<file path="src/rtl/fracn_pkg.sv">
package fracn_pkg;

  localparam int SEL_W   = 2;
  localparam int RATIO_W = 4;

  typedef logic [SEL_W-1:0] sel_t;

  typedef struct packed {
    sel_t pre;
    sel_t post;
  } div_sel_t;

  typedef enum logic [SEL_W-1:0] {
    POST_DIV6 = 2'd0,
    POST_DIV4 = 2'd1,
    POST_DIV3 = 2'd2,
    POST_DIV2 = 2'd3
  } post_code_e;

  function automatic logic [RATIO_W-1:0] post_ratio(input sel_t code);
    case (post_code_e'(code))
      POST_DIV6: return RATIO_W'(6);
      POST_DIV4: return RATIO_W'(4);
      POST_DIV3: return RATIO_W'(3);
      default:   return RATIO_W'(2);
    endcase
  endfunction

  function automatic logic [RATIO_W-1:0] pre_ratio(input sel_t code);
    return RATIO_W'(1) << code;
  endfunction

endpackage

</file>
<file path="src/rtl/fracn_cfg_shadow.sv">
module fracn_cfg_shadow
  import fracn_pkg::*;
#(
  parameter int INT_W  = 6,
  parameter int FRAC_W = 16
) (
  input  logic              clk,
  input  logic              rst_n,
  input  logic [INT_W-1:0]  cfg_int,
  input  logic [FRAC_W-1:0] cfg_frac,
  input  div_sel_t          cfg_sel,
  input  logic              fb_pulse,
  input  logic              cur_carry,
  output logic              pwr_q,
  output logic              start,
  output logic [INT_W-1:0]  nxt_int,
  output logic [FRAC_W-1:0] nxt_frac,
  output div_sel_t          act_sel
);

  logic [INT_W-1:0]  act_int;
  logic [FRAC_W-1:0] act_frac;
  logic              wrap_pt;
  logic              loading;

  // leaving power-down needs a non-zero integer
  assign start   = pwr_q && (cfg_int != '0);
  // a wrap point: period ended on a carry, or fraction idle
  assign wrap_pt = fb_pulse && (cur_carry || (act_frac == '0));
  assign loading = start || wrap_pt;

  assign nxt_int  = loading ? cfg_int  : act_int;
  assign nxt_frac = loading ? cfg_frac : act_frac;

  always_ff @(posedge clk) begin
    if (!rst_n) begin
      pwr_q    <= 1'b1;
      act_int  <= '0;
      act_frac <= '0;
      act_sel  <= '0;
    end else if (cfg_int == '0) begin
      pwr_q <= 1'b1;
    end else begin
      pwr_q <= 1'b0;
      if (loading) begin
        act_int  <= cfg_int;
        act_frac <= cfg_frac;
        act_sel  <= cfg_sel;
      end
    end
  end

endmodule

</file>
<file path="src/rtl/fracn_sigma_acc.sv">
module fracn_sigma_acc #(
  parameter int INT_W  = 6,
  parameter int FRAC_W = 16,
  localparam int MOD_W = INT_W + 1
) (
  input  logic              clk,
  input  logic              rst_n,
  input  logic              pwr_q,
  input  logic              start,
  input  logic              fb_pulse,
  input  logic [INT_W-1:0]  nxt_int,
  input  logic [FRAC_W-1:0] nxt_frac,
  output logic [MOD_W-1:0]  cur_mod,
  output logic              cur_carry
);

  logic [FRAC_W-1:0] acc;
  logic [FRAC_W:0]   sum;

  assign sum = {1'b0, acc} + {1'b0, nxt_frac};

  always_ff @(posedge clk) begin
    if (!rst_n) begin
      acc       <= '0;
      cur_carry <= 1'b0;
      cur_mod   <= '0;
    end else if (start) begin
      acc       <= '0;
      cur_carry <= 1'b0;
      cur_mod   <= {1'b0, nxt_int};
    end else if (pwr_q) begin
      acc       <= '0;
      cur_carry <= 1'b0;
      cur_mod   <= '0;
    end else if (fb_pulse) begin
      acc       <= sum[FRAC_W-1:0];
      cur_carry <= sum[FRAC_W];
      cur_mod   <= {1'b0, nxt_int} + MOD_W'(sum[FRAC_W]);
    end
  end

endmodule

</file>
<file path="src/rtl/fracn_mod_counter.sv">
module fracn_mod_counter #(
  parameter int MOD_W = 7
) (
  input  logic             clk,
  input  logic             rst_n,
  input  logic             pwr_q,
  input  logic [MOD_W-1:0] cur_mod,
  output logic             fb_pulse
);

  logic [MOD_W-1:0] cnt;
  logic             last;

  assign last     = (cur_mod != '0) && (cnt >= cur_mod - MOD_W'(1));
  assign fb_pulse = !pwr_q && last;

  always_ff @(posedge clk) begin
    if (!rst_n || pwr_q) cnt <= '0;
    else if (last)       cnt <= '0;
    else                 cnt <= cnt + MOD_W'(1);
  end

endmodule

</file>
<file path="src/rtl/fracn_ratio_div.sv">
module fracn_ratio_div #(
  parameter int RATIO_W = 4
) (
  input  logic               clk,
  input  logic               rst_n,
  input  logic               pwr_q,
  input  logic               step,
  input  logic [RATIO_W-1:0] ratio,
  output logic               tick
);

  logic [RATIO_W-1:0] cnt;
  logic               at_end;

  assign at_end = (cnt >= ratio - RATIO_W'(1));
  assign tick   = !pwr_q && step && at_end;

  always_ff @(posedge clk) begin
    if (!rst_n || pwr_q) cnt <= '0;
    else if (step)       cnt <= at_end ? '0 : cnt + RATIO_W'(1);
  end

endmodule

</file>
<file path="src/rtl/fracn_divider_ctrl.sv">
module fracn_divider_ctrl
  import fracn_pkg::*;
#(
  parameter int INT_W  = 6,
  parameter int FRAC_W = 16
) (
  input  logic              clk,
  input  logic              rst_n,
  input  logic [INT_W-1:0]  cfg_int,
  input  logic [FRAC_W-1:0] cfg_frac,
  input  logic [SEL_W-1:0]  cfg_pre,
  input  logic [SEL_W-1:0]  cfg_post,
  input  logic              ref_pulse,
  output logic              fb_pulse,
  output logic              fb_plus,
  output logic [INT_W:0]    mod_val,
  output logic              post_en,
  output logic              ref_en,
  output logic              pwr_dn
);

  localparam int MOD_W   = INT_W + 1;
  localparam int NUM_DIV = 2;   // index 0: reference side, 1: output side

  logic              pwr_q;
  logic              start;
  logic [INT_W-1:0]  nxt_int;
  logic [FRAC_W-1:0] nxt_frac;
  div_sel_t          act_sel;
  div_sel_t          cfg_sel;
  logic [MOD_W-1:0]  cur_mod;
  logic              cur_carry;
  logic              pulse_int;

  assign cfg_sel = '{pre: cfg_pre, post: cfg_post};

  fracn_cfg_shadow #(.INT_W(INT_W), .FRAC_W(FRAC_W)) u_shadow (
    .clk      (clk),
    .rst_n    (rst_n),
    .cfg_int  (cfg_int),
    .cfg_frac (cfg_frac),
    .cfg_sel  (cfg_sel),
    .fb_pulse (pulse_int),
    .cur_carry(cur_carry),
    .pwr_q    (pwr_q),
    .start    (start),
    .nxt_int  (nxt_int),
    .nxt_frac (nxt_frac),
    .act_sel  (act_sel)
  );

  fracn_sigma_acc #(.INT_W(INT_W), .FRAC_W(FRAC_W)) u_sigma (
    .clk      (clk),
    .rst_n    (rst_n),
    .pwr_q    (pwr_q),
    .start    (start),
    .fb_pulse (pulse_int),
    .nxt_int  (nxt_int),
    .nxt_frac (nxt_frac),
    .cur_mod  (cur_mod),
    .cur_carry(cur_carry)
  );

  fracn_mod_counter #(.MOD_W(MOD_W)) u_modcnt (
    .clk     (clk),
    .rst_n   (rst_n),
    .pwr_q   (pwr_q),
    .cur_mod (cur_mod),
    .fb_pulse(pulse_int)
  );

  logic [NUM_DIV-1:0] step_v;
  logic [NUM_DIV-1:0] tick_v;
  logic [RATIO_W-1:0] ratio_v [NUM_DIV];

  assign step_v     = {1'b1, ref_pulse};
  assign ratio_v[0] = pre_ratio(act_sel.pre);
  assign ratio_v[1] = post_ratio(act_sel.post);

  for (genvar d = 0; d < NUM_DIV; d++) begin : g_div
    fracn_ratio_div #(.RATIO_W(RATIO_W)) u_div (
      .clk  (clk),
      .rst_n(rst_n),
      .pwr_q(pwr_q),
      .step (step_v[d]),
      .ratio(ratio_v[d]),
      .tick (tick_v[d])
    );
  end

  assign fb_pulse = pulse_int;
  assign fb_plus  = pulse_int && cur_carry;
  assign mod_val  = pwr_q ? '0 : cur_mod;
  assign ref_en   = tick_v[0];
  assign post_en  = tick_v[1];
  assign pwr_dn   = pwr_q;

endmodule

</file>
<file path="config.mk">
export PLATFORM = sky130hd
export DESIGN_NAME = fracn_divider_ctrl
export DESIGN_NICKNAME = d
export VERILOG_FILES = /design/src/rtl/fracn_pkg.sv /design/src/rtl/fracn_cfg_shadow.sv /design/src/rtl/fracn_sigma_acc.sv /design/src/rtl/fracn_mod_counter.sv /design/src/rtl/fracn_ratio_div.sv /design/src/rtl/fracn_divider_ctrl.sv
export SDC_FILE = /design/constraint.sdc
export NUM_CORES = 1
export LEC_CHECK = 0
export BUFFER_PORTS_ARGS = -buffer_cell sky130_fd_sc_hd__buf_2
export CAP_MARGIN = 40
export CORE_MARGIN = 10
export CORE_UTILIZATION = 47
export DETAILED_ROUTE_END_ITERATION = 8
export PLACE_DENSITY = 0.66
export SLEW_MARGIN = 20
export SYNTH_ARGS = -nofsm -noshare
export SYNTH_HDL_FRONTEND = slang
export SYNTH_SLANG_ARGS = --single-unit
</file>
<file path="constraint.sdc">
create_clock -name clk -period 10.5 [get_ports clk]
set_input_delay 2.1 -clock clk [delete_from_list [all_inputs] [get_ports clk]]
set_output_delay 2.1 -clock clk [all_outputs]
set_load 0.1 [all_outputs]
</file>
==> impl_metrics.toml <==
[power_and_ir_drop]
power_mw = 0.628
p_leak_nw = 2.04
ir_worst_vdd_v = 0.0000547
powerDensity_nw_per_um2 = 133

[clocking]
clockBufferDepth = 2
clkSinkCount = 66
root_buffer = "clkbuf_8"
ctsResizeCount = 0
post_cts_buffers = 0
cts_hold_buffers = 0
clk_latency_ns = 0.34
cts_buffers = 9
clkTransAtPathRegs_ns = 0.08
htreeDepth = 3
cts_tree = "done"

[sta]
clock-skew-final_ns = 0.00940
timing.fmax_mhz = 149
worstMarginPinSlew_ns = 0.858
min_period_ns = 6.72
rsz0062_at_grt = "false"
relSlewSlack = 0.428
slew_violations = 0
setup_tns_ns = 0
finalHoldViolCount = 0
final-setup-viol-count = 0
fin_crit_sh = 0.640

[worst_setup_path]
r2r_end = "u_sigma.cur_mod[6]"
cpMaxStageDelayCell = "or4_1"
cp_common_cell = "ha_1"
crit_type = "input port to flop"
rrSetupSlack_ns = 4.28
cp_data_required_time_ns = 10.76
r2r_start = "u_sigma.cur_mod[0]"
cp_data_arrival_time_ns = 6.98
end_kind = "flop"
critPathBufInv = 3
cp_cell_sequence = "buf_2, nor4_2, nand2_1, a32oi_2, buf_4, mux2_2, ha_1, inv_1, fa_1, nor2b_1, o31ai_1, a211o_1, a21o_1, a21boi_1, o21ai_0, nand2b_1, ha_1, ha_1, nand3_1, o21ai_0, nand2_1, o221a_1, or4_1, a21oi_1"
crit_path_max_fanout = 24
endpoint = "u_sigma.cur_mod[6]"
cp.depth = 24
cpLargestDelayFamily = "compound AO/OA/AOI/OAI gates"
cp-start-kind = "input port"
startpoint = "cfg_int[3]"
reg2reg_depth = 30
cp_slowest_stage_delay_ns = 0.50

[synthesis]
synthFlopType = "dfxtp_1"
yosys.area_share.adder = 0.121
synth_cell_types = 56
synth_top_cells_by_count = "nand2_1 (94), dfxtp_1 (66), ha_1 (39)"
synthMuxAreaShare = 0.0544
netlist_area_um2 = 4210
synth_top_family_by_area = "simple AND/OR/NAND/NOR gates"
syn_inst = 517
syn_nets = 586
synth_area_per_cell_um2 = 8.15
synth_xor_area_frac = 0.0520
synth.top_cell.area_share = 0.314
async_flop_share = 0
ys_ff_latch = 66
synth_edf_count = 0
synth_compound_area_frac = 0.192
synth-simple-area-share = 0.225
synth-seq-area-share = 0.314
synth_top_area_cell = "dfxtp_1"
yosysWarnings = 0
synth_most_common_cell = "nand2_1"
ys_top_cells_by_area = "dfxtp_1 (31%), ha_1 (12%), nand2_1 (8.4%), a21oi_1 (4.2%), mux2_2 (4.0%)"

[placement]
portBuffers = 40
place.gp.congestion = 0.885
hpwl_mm = 7.55

[layout]
area_growth_pct = 11.9
regArea_um2 = 1320
utilization = 0.541
multi_input_area_um2 = 2720
antennaDiodeCount = 0
fin_nets = 621
num-fill-cells = 830
drive_gt1_frac = 0.154

[die]
dieHeight_um = 115
start_util = 0.483
rows = 34
coreArea_um2 = 8720
die_w_um = 115
ios = 41
die-area_um2 = 13200

[routing]
post_drt_via_cell_ratio = 5.52
drt_first_iter_violations = 241
num_vias = 3669
ant_nets = 0
drc = 0
drtPass1Iterations = 5
routed_wl_mm = 9.90
wl_per_cell_um = 14.9

[global_routing]
grt_usage = 0.154
grt_max_degree = 38
overflow = 0
antenna_found_initial = 0
grt_pass1_wl_mm = 16.8
grt_pass1_vias = 3504

[run_status]
outcome = "completed"

[hold_path]
min_path_type = "flop to flop"

[flow_run]
cap_viol_max_count = 0
## sequential cells by signal, indices dropped and copies added (netlist names)
register,flops
g_div.u_div.cnt,8
u_sigma.acc,16
u_shadow.act_frac,16
u_modcnt.cnt,7
u_shadow.act_sel,4
u_shadow.pwr_q,1
u_shadow.act_int,6
u_sigma.cur_carry,1
u_sigma.cur_mod,7
## kinds of logic (layout without fill, tap and decap cells)
logic type | Yosys count | in the layout
compound gates | 119 | 119
simple gates | 204 | 204
mux | 21 | 21
flops | 66 | 66
xor+xnor | 25 | 25
buf+inv | 41 | 81
fa+ha+maj | 40 | 40
other cells | 1 | 1
## worst register-to-register path: cells and delay by family, from the launching register on
family                   cells  cell delay (ns)
flip-flops                   1             0.33
XOR/XNOR                     1             0.16
buffers and inverters        3             0.54
AO/OA/AOI/OAI               12             2.10
AND/OR/NAND/NOR              7             1.31
adder cells (fa/ha/maj)      6             1.47
multiplexers                 1             0.22
## metrics by stage
| step | setup slack [ns] | instances | hold WS, ns | area, um^2 |
|---|---|---|---|---|
| floorplan | 4.02 | 517 | 0.430 | 4210 |
| global placement | 3.65 | 645 | 0.443 | 4460 |
| detailed placement | 3.49 | 649 | 0.451 | 4510 |
| CTS | 3.84 | 665 | 0.463 | 4710 |
| global route | 3.44 | 665 | 0.472 | 4710 |
| finish | 3.78 | 665 | 0.461 | 4710 |
## cell usage in the layout, fill, tap and decap left out, types with 9 or more instances in the layout
cell      count
ha_1         39
a21boi_1     22
nor3_1        9
clkbuf_8     10
dfxtp_1      66
mux2_2       15
xor2_1       10
inv_1        20
xnor2_1      15
nor2b_1      15
nand3_1      17
buf_2        40
nand2_1      94
nor2_1       36
o21ai_0      11
a21oi_1      35
## final cells by class
class | count | share of cell area
timing repair buffer | 45 | 0.0552
clock buffer | 10 | 0.0292
clock inverter | 6 | 0.0138
multi-input combinational | 410 | 0.577
tap | 108 | 0.0287
sequential | 66 | 0.280
inverter | 20 | 0.0159
## worst min-delay path by stage
stage                                startpoint                    end  slack, ns  cells past startpoint
final                       u_shadow.act_sel[0]    u_shadow.act_sel[0]       0.46                      2
after global routing             u_sigma.acc[7]         u_sigma.acc[7]       0.47                      2
after CTS                        u_sigma.acc[7]         u_sigma.acc[7]       0.46                      2
after detailed placement    u_shadow.act_sel[0]    u_shadow.act_sel[0]       0.45                      2
after global placement      u_shadow.act_sel[0]    u_shadow.act_sel[0]       0.44                      2
after floorplan           g_div[1].u_div.cnt[0]  g_div[1].u_div.cnt[0]       0.43                      1
## where the power goes
group          switching (mW)  leakage [nW]  total, mW  internal (mW)
sequential             0.0116         0.537      0.274          0.262
combinational          0.0830          1.40      0.135         0.0517
clock                   0.103         0.103      0.219          0.117
## routing by layer
metal | up-vias | share of wire | global-route usage
li1 | 1881 | - | -
met2 | 84 | 0.45 | 0.241
met1 | 1689 | 0.48 | 0.198
met4 | 0 | 0.020 | 0.0551
met3 | 15 | 0.044 | 0.0419
met5 | - | 0 | 0
(Power assumes the default switching activity.)
